--- src/rtl/wave_timer_pkg.sv ---
package wave_timer_pkg;
  localparam int CS_W   = 3;
  localparam int MODE_W = 3;
  localparam int ADDR_W = 3;
  localparam int SH_W   = 4;

  typedef enum logic [ADDR_W-1:0] {
    A_CTRL = 3'd0,
    A_CMP0 = 3'd1
  } reg_addr_e;

  typedef enum logic [MODE_W-1:0] {
    M_NORM   = 3'd0,
    M_CTC    = 3'd1,
    M_FAST8  = 3'd2,
    M_FAST   = 3'd3,
    M_PC_A   = 3'd4,
    M_PC_CAP = 3'd5,
    M_RSV6   = 3'd6,
    M_RSV7   = 3'd7
  } mode_e;

  typedef struct packed {
    logic             async_sel;
    mode_e            mode;
    logic [CS_W-1:0]  cs;
  } ctrl_t;

  // prescaler shift per clock select; 0 means stopped
  function automatic logic [SH_W-1:0] cs_shift(logic [CS_W-1:0] cs);
    case (cs)
      3'd1:    return 4'd0;
      3'd2:    return 4'd3;
      3'd3:    return 4'd6;
      3'd4:    return 4'd8;
      3'd5:    return 4'd10;
      3'd6:    return 4'd12;
      3'd7:    return 4'd14;
      default: return 4'd0;
    endcase
  endfunction

  function automatic logic mode_ok(mode_e m);
    return !(m inside {M_RSV6, M_RSV7});
  endfunction
endpackage

--- src/rtl/wave_timer_regs.sv ---
module wave_timer_regs
  import wave_timer_pkg::*;
#(
  parameter int CNT_W = 16,
  parameter int NCMP  = 3
) (
  input  logic                       clk_i,
  input  logic                       rst_ni,
  input  logic                       wr_en_i,
  input  logic [ADDR_W-1:0]          wr_addr_i,
  input  logic [CNT_W-1:0]           wr_data_i,
  output ctrl_t                      ctrl_o,
  output logic [NCMP-1:0][CNT_W-1:0] cmp_o,
  output logic [CNT_W-1:0]           capt_o,
  output logic                       restart_o
);
  localparam int CTRL_W    = $bits(ctrl_t);
  localparam int CAPT_ADDR = int'(A_CMP0) + NCMP;

  ctrl_t ctrl_q;
  ctrl_t ctrl_wr;
  logic  ctrl_sel;

  assign ctrl_wr   = ctrl_t'(wr_data_i[CTRL_W-1:0]);
  assign ctrl_sel  = wr_en_i && (wr_addr_i == A_CTRL);
  // only the clock, mode and async fields count as a reconfiguration
  assign restart_o = ctrl_sel && (ctrl_wr != ctrl_q);

  always_ff @(posedge clk_i or negedge rst_ni) begin
    if (!rst_ni)       ctrl_q <= '0;
    else if (ctrl_sel) ctrl_q <= ctrl_wr;
  end

  for (genvar i = 0; i < NCMP; i++) begin : g_cmp
    always_ff @(posedge clk_i or negedge rst_ni) begin
      if (!rst_ni) cmp_o[i] <= '0;
      else if (wr_en_i && wr_addr_i == ADDR_W'(int'(A_CMP0) + i)) cmp_o[i] <= wr_data_i;
    end
  end

  always_ff @(posedge clk_i or negedge rst_ni) begin
    if (!rst_ni) capt_o <= '0;
    else if (wr_en_i && wr_addr_i == ADDR_W'(CAPT_ADDR)) capt_o <= wr_data_i;
  end

  assign ctrl_o = ctrl_q;
endmodule

--- src/rtl/wave_timer_presc.sv ---
module wave_timer_presc
  import wave_timer_pkg::*;
#(
  parameter int PRE_W = 14
) (
  input  logic            clk_i,
  input  logic            rst_ni,
  input  logic            run_i,
  input  logic            restart_i,
  input  logic            base_i,
  input  logic [SH_W-1:0] shift_i,
  output logic            tick_o
);
  logic [PRE_W-1:0] pre_q;
  logic [PRE_W-1:0] lim;

  assign lim    = PRE_W'((32'd1 << shift_i) - 32'd1);
  assign tick_o = run_i && base_i && (pre_q == lim);

  always_ff @(posedge clk_i or negedge rst_ni) begin
    if (!rst_ni)                 pre_q <= '0;
    else if (restart_i || !run_i) pre_q <= '0;
    else if (base_i)             pre_q <= tick_o ? '0 : pre_q + 1'b1;
  end
endmodule

--- src/rtl/wave_timer_cnt.sv ---
module wave_timer_cnt
  import wave_timer_pkg::*;
#(
  parameter int CNT_W = 16,
  parameter int NCMP  = 3
) (
  input  logic                       clk_i,
  input  logic                       rst_ni,
  input  logic                       restart_i,
  input  logic                       tick_i,
  input  mode_e                      mode_i,
  input  logic [NCMP-1:0][CNT_W-1:0] cmp_i,
  input  logic [CNT_W-1:0]           capt_i,
  output logic [CNT_W-1:0]           count_o,
  output logic                       ovf_o,
  output logic [NCMP-1:0]            match_o
);
  localparam logic [CNT_W-1:0] TOP8 = CNT_W'(8'hFF);

  logic [CNT_W-1:0] cnt_q, cnt_nx, top;
  logic             up_q, up_nx, wrap;
  logic             ovf_q;
  logic [NCMP-1:0]  match_q, match_d;
  logic             pc;

  always_comb begin
    case (mode_i)
      M_FAST8:          top = TOP8;
      M_CTC, M_PC_A:    top = cmp_i[0];
      M_PC_CAP:         top = capt_i;
      default:          top = '1;
    endcase
  end

  assign pc = (mode_i == M_PC_A) || (mode_i == M_PC_CAP);

  always_comb begin
    cnt_nx = cnt_q;
    up_nx  = up_q;
    wrap   = 1'b0;
    if (tick_i) begin
      if (!pc) begin
        up_nx = 1'b1;
        if (cnt_q >= top) begin
          cnt_nx = '0;
          wrap   = 1'b1;
        end else begin
          cnt_nx = cnt_q + 1'b1;
        end
      end else if (up_q) begin
        if (cnt_q >= top) begin
          if (cnt_q == '0) begin
            wrap = 1'b1;
          end else begin
            cnt_nx = cnt_q - 1'b1;
            up_nx  = 1'b0;
          end
        end else begin
          cnt_nx = cnt_q + 1'b1;
        end
      end else begin
        cnt_nx = cnt_q - 1'b1;
        if (cnt_nx == '0) begin
          wrap  = 1'b1;
          up_nx = 1'b1;
        end
      end
    end
  end

  for (genvar i = 0; i < NCMP; i++) begin : g_match
    assign match_d[i] = tick_i && (cnt_nx == cmp_i[i]);
  end

  always_ff @(posedge clk_i or negedge rst_ni) begin
    if (!rst_ni) begin
      cnt_q   <= '0;
      up_q    <= 1'b1;
      ovf_q   <= 1'b0;
      match_q <= '0;
    end else if (restart_i) begin
      cnt_q   <= '0;
      up_q    <= 1'b1;
      ovf_q   <= 1'b0;
      match_q <= '0;
    end else begin
      cnt_q   <= cnt_nx;
      up_q    <= up_nx;
      ovf_q   <= wrap;
      match_q <= match_d;
    end
  end

  assign count_o = cnt_q;
  assign ovf_o   = ovf_q;
  assign match_o = match_q;

  AST_OVF_AT_ZERO: assert property (@(posedge clk_i) disable iff (!rst_ni)
    ovf_q |-> cnt_q == '0);
  AST_RESTART_CLEARS: assert property (@(posedge clk_i) disable iff (!rst_ni)
    restart_i |=> (cnt_q == '0) && !ovf_q && (match_q == '0));
  AST_HOLD_NO_TICK: assert property (@(posedge clk_i) disable iff (!rst_ni)
    (!tick_i && !restart_i) |=> cnt_q == $past(cnt_q));
  AST_MATCH_A: assert property (@(posedge clk_i) disable iff (!rst_ni)
    match_q[0] |-> cnt_q == $past(cmp_i[0]));
endmodule

--- src/rtl/wave_timer.sv ---
module wave_timer
  import wave_timer_pkg::*;
#(
  parameter int CNT_W = 16,
  parameter int NCMP  = 3,
  parameter int PRE_W = 14
) (
  input  logic              clk_i,
  input  logic              rst_ni,
  input  logic              wr_en_i,
  input  logic [ADDR_W-1:0] wr_addr_i,
  input  logic [CNT_W-1:0]  wr_data_i,
  input  logic              async_tick_i,
  output logic [CNT_W-1:0]  count_o,
  output logic              ovf_o,
  output logic [NCMP-1:0]   match_o
);
  ctrl_t                      ctrl;
  logic [NCMP-1:0][CNT_W-1:0] cmp;
  logic [CNT_W-1:0]           capt;
  logic                       restart, run, base, tick;

  wave_timer_regs #(.CNT_W(CNT_W), .NCMP(NCMP)) u_regs (
    .clk_i, .rst_ni, .wr_en_i, .wr_addr_i, .wr_data_i,
    .ctrl_o(ctrl), .cmp_o(cmp), .capt_o(capt), .restart_o(restart)
  );

  assign run  = (ctrl.cs != '0) && mode_ok(ctrl.mode);
  assign base = ctrl.async_sel ? async_tick_i : 1'b1;

  wave_timer_presc #(.PRE_W(PRE_W)) u_presc (
    .clk_i, .rst_ni, .run_i(run), .restart_i(restart), .base_i(base),
    .shift_i(cs_shift(ctrl.cs)), .tick_o(tick)
  );

  wave_timer_cnt #(.CNT_W(CNT_W), .NCMP(NCMP)) u_cnt (
    .clk_i, .rst_ni, .restart_i(restart), .tick_i(tick), .mode_i(ctrl.mode),
    .cmp_i(cmp), .capt_i(capt), .count_o, .ovf_o, .match_o
  );

  AST_ASYNC_GATE: assert property (@(posedge clk_i) disable iff (!rst_ni)
    (ctrl.async_sel && !async_tick_i && !restart) |=> $stable(count_o));
endmodule

--- config.mk ---
export PLATFORM = sky130hd
export DESIGN_NAME = wave_timer
export DESIGN_NICKNAME = d
export VERILOG_FILES = /design/src/rtl/wave_timer_pkg.sv /design/src/rtl/wave_timer_regs.sv /design/src/rtl/wave_timer_presc.sv /design/src/rtl/wave_timer_cnt.sv /design/src/rtl/wave_timer.sv
export SDC_FILE = /design/constraint.sdc
export NUM_CORES = 1
export LEC_CHECK = 0
export ABC_CLOCK_PERIOD_IN_PS = 9800
export BUFFER_PORTS_ARGS = -buffer_cell sky130_fd_sc_hd__buf_2
export CAP_MARGIN = 5
export CORE_MARGIN = 10
export CORE_UTILIZATION = 50
export DETAILED_ROUTE_END_ITERATION = 12
export GPL_TIMING_DRIVEN = 0
export PLACE_DENSITY = 0.76
export SYNTH_ARGS = -nofsm -noshare
export SYNTH_HDL_FRONTEND = slang
export SYNTH_SLANG_ARGS = --single-unit
--- constraint.sdc ---
create_clock -name clk_i -period 9.8 [get_ports clk_i]
set_input_delay 0.49 -clock clk_i [delete_from_list [all_inputs] [get_ports clk_i]]
set_output_delay 0.49 -clock clk_i [all_outputs]
set_load 0.02 [all_outputs]
==> key figures, run 1 <==
Route
  • Total routed wirelength: 26.2 mm
  • Vias per inst: ~6.6
  • Antenna viol nets, final: 0
  • First-pass DRT Iterations: 6
  • Routed wire length per instance: between 20 and 25 um
  • DR DRC count: 0
  • DRC marker count from the first detailed-route iteration: roughly 830
  • Routed vias: 7012

Run
  • MaxCap Viol Count: 0

Clocking
  • Clock Pin Slew Worst Setup and Hold Paths: around 0.070 ns
  • Max Buffers Root-to-Sink: 2
  • Post-CTS Setup Inserts: 0
  • CTS tree: yes
  • CTS resizes: 0
  • CTS Sinks: approximately 110
  • Num CTS Buffers: 9
  • H-tree Lvls: 3
  • # hold bufs at CTS: 0
  • Root buf cell: clkbuf_16
  • Clk Latency, worst-skew pair: about 0.36 ns

Layout
  • Final #Nets: between 900 and 1000
  • Final design instance area without fill: 8430 um^2
  • Share of cells above drive strength 1: 20.2%
  • Multi-input gate area: 4680 um^2
  • Area grow syn2layout: 10.1%
  • Area occupied by registers: approximately 2700 um^2
  • Antenna Cells: 0
  • Final Util: a little under three fifths
  • Layout filler cell count: roughly 1400

Hold path
  • Worst hold path type: input pin to async pin

STA
  • Fin crit share: about 63%
  • Max Transition Viols Final: 0
  • Worst-margin pin slew: 1.05 ns
  • RSZ-0062 raised after global routing: no
  • Fmax: between 150 and 200 MHz
  • Final min period: 6.16 ns
  • Post-route setup TNS: 0 ns
  • Worst Skew: 0.00961 ns
  • Setup Viol. Count Final: 0
  • Slew headroom: 29.1%
  • Final hold viol count: 0

Worst setup path
  • Crit path max fanout: 10
  • Worst R2R Start: u_regs.ctrl_o[3]
  • Crit-path cells: clkbuf_1 -> nand2b_1 -> clkbuf_1 -> clkbuf_1 -> nor2_1 -> a21oi_1 -> o21ai_0 -> ha_1 -> and4_4 -> nand4_1 -> a311o_1 -> nand4_1 -> nor2_1 -> a31oi_1 -> a21o_1 -> o2111ai_1 -> a2111o_1 -> nor4_2
  • CP max-delay cell: a31oi_1
  • Reg2reg setup slack: 3.64 ns
  • Crit Reg-Reg Endpoint: u_cnt.match_o[0]
  • Crit-path max cell delay: 0.61 ns
  • Crit Path Class: register to register
  • Worst path buffer plus inverter count: 3
  • Req. time, crit path: 10.05 ns
  • Worst Setup Start Kind: register
  • Worst Path Arrival: between 6 and 7 ns
  • Most frequent CP cell: clkbuf_1
  • Endpoint class of the critical path: register
  • Kind of cell adding the most delay to the critical path: compound AO/OA/AOI/OAI gates
  • Reg2Reg Depth: 18

Floorplan
  • Initial Util: between 50% and 60%
  • Row cnt: 45
  • Die W: around 140 um
  • Core area: 15100 um^2
  • Die ar.: between 20000 and 25000 um^2
  • Io pins: between 40 and 50
  • Die height: 144 um

Global route
  • Gr usage total: between 20 and 30%
  • Vias in the first global route: 6536
  • Initial antenna violation count: 0
  • Largest net degree at the start of global routing: 59
  • Global-route wire length before repair: ~40 mm
  • Total grt overflow: 0

Synth
  • Largest family of logic cells by synthesized area: simple AND/OR/NAND/NOR gates
  • Xor-xnor portion of the synthesized cell area: approximately 6.3%
  • Mapped Area: between 7000 and 8000 um^2
  • Asr flop ratio synth: 100%
  • Synth warn: 0
  • Post-synthesis mux area share: 13.5%
  • Yosys cell types: between 90 and 100
  • Number of synthesized flops with an enable pin: 0
  • Avg Synthesized Cell Area: around 9.3 um^2
  • Synth Register Bits: around 110
  • Sequential-to-total area share from yosys stat: between 30% and 40%
  • Synth Area in Compound Gates: roughly 17%
  • Synth Instances: a little over 800
  • Syn nets: approximately 870
  • Post-synthesis simple-gate area fraction: 20.7%
  • Main synth FF type: dfrtp_1
  • Synth Area in Adders: under 10%

Place
  • GP Congestion: slightly below 1
  • Dpl cell area: roughly 8100 um^2
  • IO buf count: slightly above 40
  • DPL Wire Length: 20.1 mm

Run status
  • Status: finished clean

Pwr
  • Cell area power density: 243 nW/um^2
  • Maximum vdd drop: approximately 0.13 mV
  • Leakage: about 3.6 nW
  • Design Power: approximately 2.1 mW
## kinds of logic after synthesis
kind of cell / count (synthesis)
adder cells (fa/ha/maj): 21
AO/OA/AOI/OAI: 185
multiplexers: 95
buffers and inverters: 67
XOR/XNOR: 54
flip-flops: 106
AND/OR/NAND/NOR: 295
## cells in the final DEF (no fill, tap or decap), types with 11 or more instances in the layout
cell type,instances
o21ai_0,34
nand2_1,54
or3_1,11
xnor2_1,26
clkbuf_1,28
nor3_1,15
mux2_2,69
inv_1,15
buf_2,50
nor2_1,84
xor2_1,27
mux2i_1,26
nand3_1,35
nand4_1,18
a21oi_1,42
ha_1,21
dfrtp_1,105
## layer usage
| metal | track usage (%) | vias up | share of wire (%) |
|---|---|---|---|
| met4 | 9.51 | 0 | 3.5 |
| li1 | - | 3155 | - |
| met1 | 36.1 | 3437 | 46 |
| met2 | 37.0 | 357 | 43 |
| met3 | 4.79 | 63 | 7.4 |
| met5 | 0 | - | 0 |
## state kept, by name (all words and copies together), names as in the netlist
signal and flops:
u_regs.cmp_o 48, u_cnt.count_o 16, u_regs.capt_o 16, u_presc.pre_q 14, u_regs.ctrl_o 7, u_cnt.match_o 3
u_cnt.ovf_o 1, u_cnt.up_q 1
## through the flow
stage / cells / hold slack, ns / setup slack [ns]
finish: 1068 / 0.203 / 3.64
global route: 1068 / 0.257 / 3.37
CTS: 1068 / 0.229 / 3.79
detailed placement: 1053 / 0.497 / 3.85
global placement: 1052 / 0.492 / 3.83
floorplan: 823 / 0.194 / 5.50
## cell type report
class	instances	share of cell area, %
timing repair buffer	42	2.79
inverter	15	0.668
buffer	52	3.13
clock buffer	10	2.84
multi-input combinational	650	55.6
sequential	106	31.5
clock inverter	5	0.727
tap	188	2.79
## Yosys cell counts, drive strengths merged (10+ instances only)
| library cell | instances | area [um^2] |
|---|---|---|
| dfrtp | 105 | 2630 |
| nor2 | 85 | 322 |
| mux2 | 69 | 777 |
| nand2 | 55 | 209 |
| a21oi | 44 | 228 |
| o21ai | 43 | 219 |
| nand3 | 37 | 195 |
| clkbuf | 28 | 105 |
| xnor2 | 27 | 244 |
| xor2 | 27 | 236 |
| mux2i | 26 | 260 |
| buf | 24 | 159 |
| ha | 21 | 263 |
| nor3 | 19 | 134 |
| nand4 | 18 | 113 |
| inv | 15 | 56.3 |
| nor4 | 13 | 121 |
| or3 | 11 | 68.8 |
| o2111ai | 10 | 87.6 |
## where the power goes
| part | internal [mW] | total (mW) | switching, mW | leakage (nW) |
|---|---|---|---|---|
| sequential | 0.527 | 0.644 | 0.117 | 1.33 |
| combinational | 0.380 | 1.03 | 0.650 | 2.08 |
| clock | 0.206 | 0.377 | 0.171 | 0.149 |
| total | 1.11 | 2.05 | 0.938 | 3.55 |
## how the worst max path moves through the flow
stage                          start                to  slack [ns]  depth (start not counted)
finish              u_regs.ctrl_o[3]  u_cnt.match_o[0]        3.64                         18
global placement    u_regs.ctrl_o[5]  u_cnt.match_o[0]        3.83                         16
CTS                 u_regs.ctrl_o[3]  u_cnt.match_o[0]        3.79                         18
global route        u_regs.ctrl_o[5]  u_cnt.match_o[0]        3.37                         16
floorplan           u_regs.ctrl_o[5]  u_cnt.match_o[0]        5.50                         17
detailed placement  u_regs.ctrl_o[3]  u_cnt.match_o[0]        3.85                         18
No activity file was read; power rests on OpenSTA's default activity.
==> run 2, diff against run 1 <==
ABC_CLOCK_PERIOD_IN_PS = 6100   (was 9800)
clock period = 6.1 ns   (was 9.8 ns; I/O delays follow)
==> run 2 against run 1 <==
Net effect:
- sequential cell count stayed put
- fmax is 7.1% higher
- power is 61% higher
- combinational power is 60% higher
- die area stayed put
- critical path depth is 1 higher
- worst setup slack worse by 3.3 ns
- core utilization is 0.083 points higher
- first-iteration DRC count is 8.4% higher
- critical path type unchanged
- critical endpoint unchanged
==> key figures, run 2 (synthesized netlist as in run 1, its figures left out) <==
STA
  • Worst Skew: 0.0102 ns
  • Slew headroom: 29.6%
  • Fin crit share: between 90% and 100%
  • RSZ-0062 raised after global routing: no
  • Post-route setup TNS: 0 ns
  • Final hold viol count: 0
  • Hold_ws: 0.0207 ns
  • Setup Viol. Count Final: 0
  • Fmax: 174 MHz
  • Max Transition Viols Final: 0
  • Final min period: between 5 and 6 ns
  • Worst-margin pin slew: between 1 and 1.5 ns

Clocking
  • H-tree Lvls: 3
  • Clock Pin Slew Worst Setup and Hold Paths: around 0.07 ns
  • Clk Latency, worst-skew pair: approximately 0.36 ns
  • # hold bufs at CTS: 0
  • CTS Sinks: 106
  • Num CTS Buffers: 9
  • CTS tree: yes
  • Root buf cell: clkbuf_16
  • Max Buffers Root-to-Sink: 2

Layout
  • Biggest register: u_regs.cmp_o
  • Most frequent cells in the layout: dfrtp_1 (105), nor2_1 (84), mux2_2 (69)
  • Area occupied by registers: roughly 2700 um^2
  • Final #Nets: 919
  • Post-Layout Cell Count: about 1100
  • Share of cells above drive strength 1: between 20% and 30%
  • Most common cell after layout, fill and taps aside: dfrtp_1
  • Multi-input gate area: about 4700 um^2
  • Layout filler cell count: around 1400
  • Max reg flops: 48
  • Antenna Cells: 0
  • Area grow syn2layout: 10.2%

Global route
  • Largest net degree at the start of global routing: ~60
  • Initial antenna violation count: 0
  • Global-route wire length before repair: a little under 40 mm
  • Met1 Usage GRT: 36.1%
  • GR Util met3: roughly 4.8%
  • Gr usage total: between 20% and 30%
  • Grt peak-use layer: met2
  • Total grt overflow: 0
  • Vias in the first global route: ~6500
  • Met2 Usage GRT: between 30% and 40%

Pwr
  • Design Power: roughly 3.3 mW
  • Cell area power density: between 300 and 400 nW/um^2
  • Leakage: approximately 3.6 nW
  • Maximum vdd drop: 0.211 mV

Place
  • IO buf count: 41
  • DPL Wire Length: 20.1 mm
  • GP Congestion: ~0.99
  • DP Cell Count: approximately 1100

Floorplan
  • Core area: about 15000 um^2
  • Die W: between 100 and 150 um
  • Die ar.: 20700 um^2
  • Io pins: 43
  • Row cnt: 45
  • Initial Util: 50.8%
  • Die height: 144 um

Hold path
  • Worst hold path type: input pin to async pin

Worst setup path
  • Worst Setup Start Kind: register
  • Worst Path Arrival: 6.01 ns
  • Crit Path Class: register to register
  • Endpoint class of the critical path: register
  • Crit path max fanout: 10
  • Req. time, crit path: 6.35 ns

Route
  • DR DRC count: 0
  • First-pass DRT Iterations: 5
  • Routed vias: roughly 7000
  • Antenna viol nets, final: 0
  • DRC marker count from the first detailed-route iteration: between 900 and 1000
  • Total routed wirelength: around 26 mm
  • Routed wire length per instance: between 20 and 25 um
  • Vias per inst: roughly 6.6

Run status
  • Status: finished clean

Run
  • MaxCap Viol Count: 0
run 2: worst paths after layout:
check,startpoint,endpoint,slack (ns),cells after the start
max in group asynchronous,rst_ni,u_cnt.up_q,5.30,2
setup / recovery,u_regs.ctrl_o[5],u_cnt.match_o[0],0.35,19
min in group clk_i,wr_data_i[7],u_regs.cmp_o[7],0.22,3
setup reg to reg,u_regs.ctrl_o[5],u_cnt.match_o[0],0.35,19
hold reg to reg,u_regs.capt_o[0],u_regs.capt_o[0],0.51,1
hold / removal,rst_ni,u_regs.capt_o[11],0.02,1
run 2: area by class of cell:
| type | instances | share of cell area (%) |
|---|---|---|
| multi-input cells | 650 | 55.7 |
| repair buffers | 42 | 2.79 |
| inverters | 15 | 0.667 |
| clock inverters | 5 | 0.726 |
| plain buffers | 51 | 3.11 |
| clock buffers | 10 | 2.83 |
| flip-flops and latches | 106 | 31.4 |
| well taps | 188 | 2.79 |
run 2: worst max-delay path: stages, from the launching register on:
cell and delay, ns:
dfrtp_1 0.46, clkbuf_2 0.31, nand2b_1 0.14, clkbuf_1 0.40, clkbuf_2 0.35, nor2_1 0.06, a21oi_1 0.21, o21ai_0 0.23
ha_1 0.39, and4_4 0.25, nand4_1 0.29, a311o_1 0.53, nand3_2 0.13, buf_6 0.17, mux2i_1 0.42, nor3_1 0.11
o21ai_1 0.21, o2111ai_1 0.16, a2111o_1 0.48, nor4_2 0.33
run 2: metrics by stage:
stage	setup slack, ns	cell area [um^2]	utilization (%)
4_1_cts	0.0851	8430	55.9
3_5_place_dp	0.150	8130	53.9
3_3_place_gp	0.125	8100	53.7
5_1_grt	0.0551	8440	55.9
2_1_floorplan	1.80	7660	-
6_report	0.347	8440	55.9
run 2: layer usage:
layer  wire [um]  vias up
li1            -     3159
met1       11700     3455
met2       11400      358
met3        2110       52
met4         820        0
met5           0        -
run 2: where the power goes:
group	internal, mW	leakage, nW	switching, mW
registers	0.847	1.33	0.194
logic	0.611	2.08	1.04
clock network	0.331	0.149	0.273
run 2: repair_timing:
| item | in CTS | in global routing |
|---|---|---|
| resized for setup | 0 | 5 |
| setup endpoints to repair | 0 | 3 |
| hold endpoints to repair | 0 | 0 |
| buffers inserted | 0 | 0 |
==> run 3, diff against run 2 <==
BUFFER_PORTS_ARGS = -buffer_cell sky130_fd_sc_hd__buf_4   (was -buffer_cell sky130_fd_sc_hd__buf_2)
CORE_UTILIZATION = 25   (was 50)
PLACE_DENSITY = 0.48   (was 0.76)
==> run 3 against run 2 <==
Net effect:
- clock power rose by 2%
- first-iteration DRC count fell by 26%
- critical path depth fell by 1
- cell count rose by 20%
- worst hold slack improved by 0.17 ns
- critical endpoint is now u_cnt.match_o[1]
- largest cell class unchanged
==> key figures, run 3 (synthesized netlist as in run 1, its figures left out) <==
Run status
  • Status: finished clean

STA
  • Worst-margin pin slew: between 1 and 1.5 ns
  • Fmax: approximately 170 MHz
  • Setup Viol. Count Final: 0
  • Final min period: 5.86 ns
  • Hold_ws: 0.189 ns
  • Final worst-path setup slack: 0.244 ns
  • Worst Skew: between 0.006 and 0.007 ns
  • Final hold viol count: 0
  • Slew headroom: between 20% and 30%
  • Fin crit share: ~96%
  • Post-route setup TNS: 0 ns
  • RSZ-0062 raised after global routing: no
  • Max Transition Viols Final: 0

Global route
  • Vias in the first global route: 6769
  • Gr usage total: ~15%
  • Total grt overflow: 0
  • Global-route wire length before repair: 43.3 mm
  • Largest net degree at the start of global routing: 80
  • Initial antenna violation count: 0

Layout
  • Share of cells above drive strength 1: about a fifth
  • Most common cell after layout, fill and taps aside: dfrtp_1
  • Max reg flops: 48
  • Final #Nets: between 900 and 1000
  • Final design instance area without fill: a little under 9000 um^2
  • Biggest register: u_regs.cmp_o
  • Area grow syn2layout: 15.2%
  • Layout filler cell count: 3271
  • Antenna Cells: 0
  • Most frequent cells in the layout: dfrtp_1 (105), nor2_1 (84), mux2_2 (69)

Clocking
  • CTS tree: yes
  • CTS Sinks: between 100 and 150
  • H-tree Lvls: 3
  • Root buf cell: clkbuf_16
  • Clk Latency, worst-skew pair: about 0.37 ns
  • Clock Pin Slew Worst Setup and Hold Paths: around 0.080 ns
  • Post-CTS Setup Inserts: 0
  • Max Buffers Root-to-Sink: 2
  • Num CTS Buffers: 9

Worst setup path
  • Crit-path max cell delay: 0.63 ns
  • Crit-path cells: buf_1 -> nand2b_1 -> clkbuf_2 -> nor2_1 -> a21oi_1 -> o21ai_0 -> ha_1 -> and4_4 -> nand4_1 -> a311o_1 -> nand4_1 -> buf_2 -> nand4_1 -> a32oi_2 -> xor2_1 -> a211oi_1 -> a31oi_1 -> nor4_2
  • Crit Path Class: register to register
  • Endpoint class of the critical path: register
  • Most frequent CP cell: nand4_1
  • Worst R2R Start: u_regs.ctrl_o[5]
  • Reg2reg setup slack: ~0.24 ns
  • Worst Path Arrival: 6.11 ns
  • Critical path endpoint: u_cnt.match_o[1]
  • Reg2Reg Depth: 18
  • Crit. Startpoint: u_regs.ctrl_o[5]
  • CP max-delay cell: buf_1
  • Crit path max fanout: 10
  • Crit Reg-Reg Endpoint: u_cnt.match_o[1]
  • Req. time, crit path: 6.36 ns
  • Worst Setup Start Kind: register

Route
  • Vias per inst: approximately 5.4
  • DRC marker count from the first detailed-route iteration: about 670
  • DR DRC count: 0
  • Routed vias: slightly below 7000
  • Total routed wirelength: 28.8 mm
  • Routed wire length per instance: between 20 and 25 um
  • Antenna viol nets, final: 0
  • First-pass DRT Iterations: 5

Floorplan
  • Io pins: between 40 and 50
  • Die ar.: around 38000 um^2
  • Initial Util: 25.2%
  • Die W: around 200 um
  • Core area: between 30000 and 40000 um^2
  • Die height: just under 200 um
  • Row cnt: 64

Place
  • DPL Wire Length: 22.5 mm
  • IO buf count: between 40 and 50
  • GP Congestion: between 0.9 and 1
  • Setup WS pre-CTS: -0.158 ns
  • Dpl cell area: 8490 um^2

Hold path
  • Worst hold start: wr_data_i[7]
  • Worst hold path type: input pin to register

Run
  • MaxCap Viol Count: 0

Pwr
  • Maximum vdd drop: approximately 0.15 mV
  • Cell area power density: ~380 nW/um^2
  • Leakage: approximately 3.6 nW
run 3: routing by layer:
metal	track usage (%)	up-vias	part of all wire [%]
li1	-	3167	-
met1	19.7	3379	46
met2	23.6	260	46
met3	1.75	48	5.0
met4	6.17	0	3.5
met5	0	-	0
run 3: repair_timing:
| item | in CTS | in global routing |
|---|---|---|
| pin swaps | 0 | 0 |
| resized for setup | 2 | 4 |
| setup endpoints to repair | 2 | 2 |
| endpoints found under the hold margin | 27 | 0 |
| hold buffers | 1 | 0 |
run 3: final cells by class:
type | count | area [um^2] | share of cell area (%)
flip-flops and latches | 106 | 2650 | 30.1
plain buffers | 51 | 263 | 2.98
clock inverters | 6 | 72.6 | 0.822
repair buffers | 43 | 349 | 3.96
clock buffers | 9 | 225 | 2.55
multi-input cells | 650 | 4710 | 53.4
well taps | 396 | 495 | 5.61
inverters | 15 | 56.3 | 0.638
run 3: how the worst min path moves through the flow:
stage          slack [ns]  cells past startpoint                to
2_1_floorplan       0.009                      0  u_cnt.count_o[0]
3_3_place_gp         0.50                      1  u_regs.capt_o[6]
5_1_grt              0.19                      2  u_regs.cmp_o[31]
3_5_place_dp         0.20                      1  u_regs.cmp_o[11]
4_1_cts              0.18                      3   u_regs.cmp_o[7]
6_report             0.19                      3   u_regs.cmp_o[7]
run 3: critical path, delay by kind of cell, from the launching register on:
kind	cells	cell delay [ns]
XOR/XNOR	1	0.18
flip-flops	1	0.46
AND/OR/NAND/NOR	7	1.69
AO/OA/AOI/OAI	6	1.99
adder cells (fa/ha/maj)	1	0.18
buffers and inverters	3	1.25
run 3: metrics by stage:
stage / utilization, % / power [mW] / cells
floorplan: - / 2.12 / 823
global placement: 27.8 / 2.72 / 1260
detailed placement: 27.9 / 2.72 / 1261
CTS: 28.9 / 3.35 / 1277
global route: 29.0 / 3.57 / 1276
finish: 29.0 / 3.36 / 1276
run 3: where the power goes:
part	switching (mW)	total [mW]	leakage (nW)	internal [mW]
Clock	0.293	0.615	0.148	0.323
Sequential	0.197	1.04	1.33	0.846
Combinational	1.07	1.70	2.11	0.633
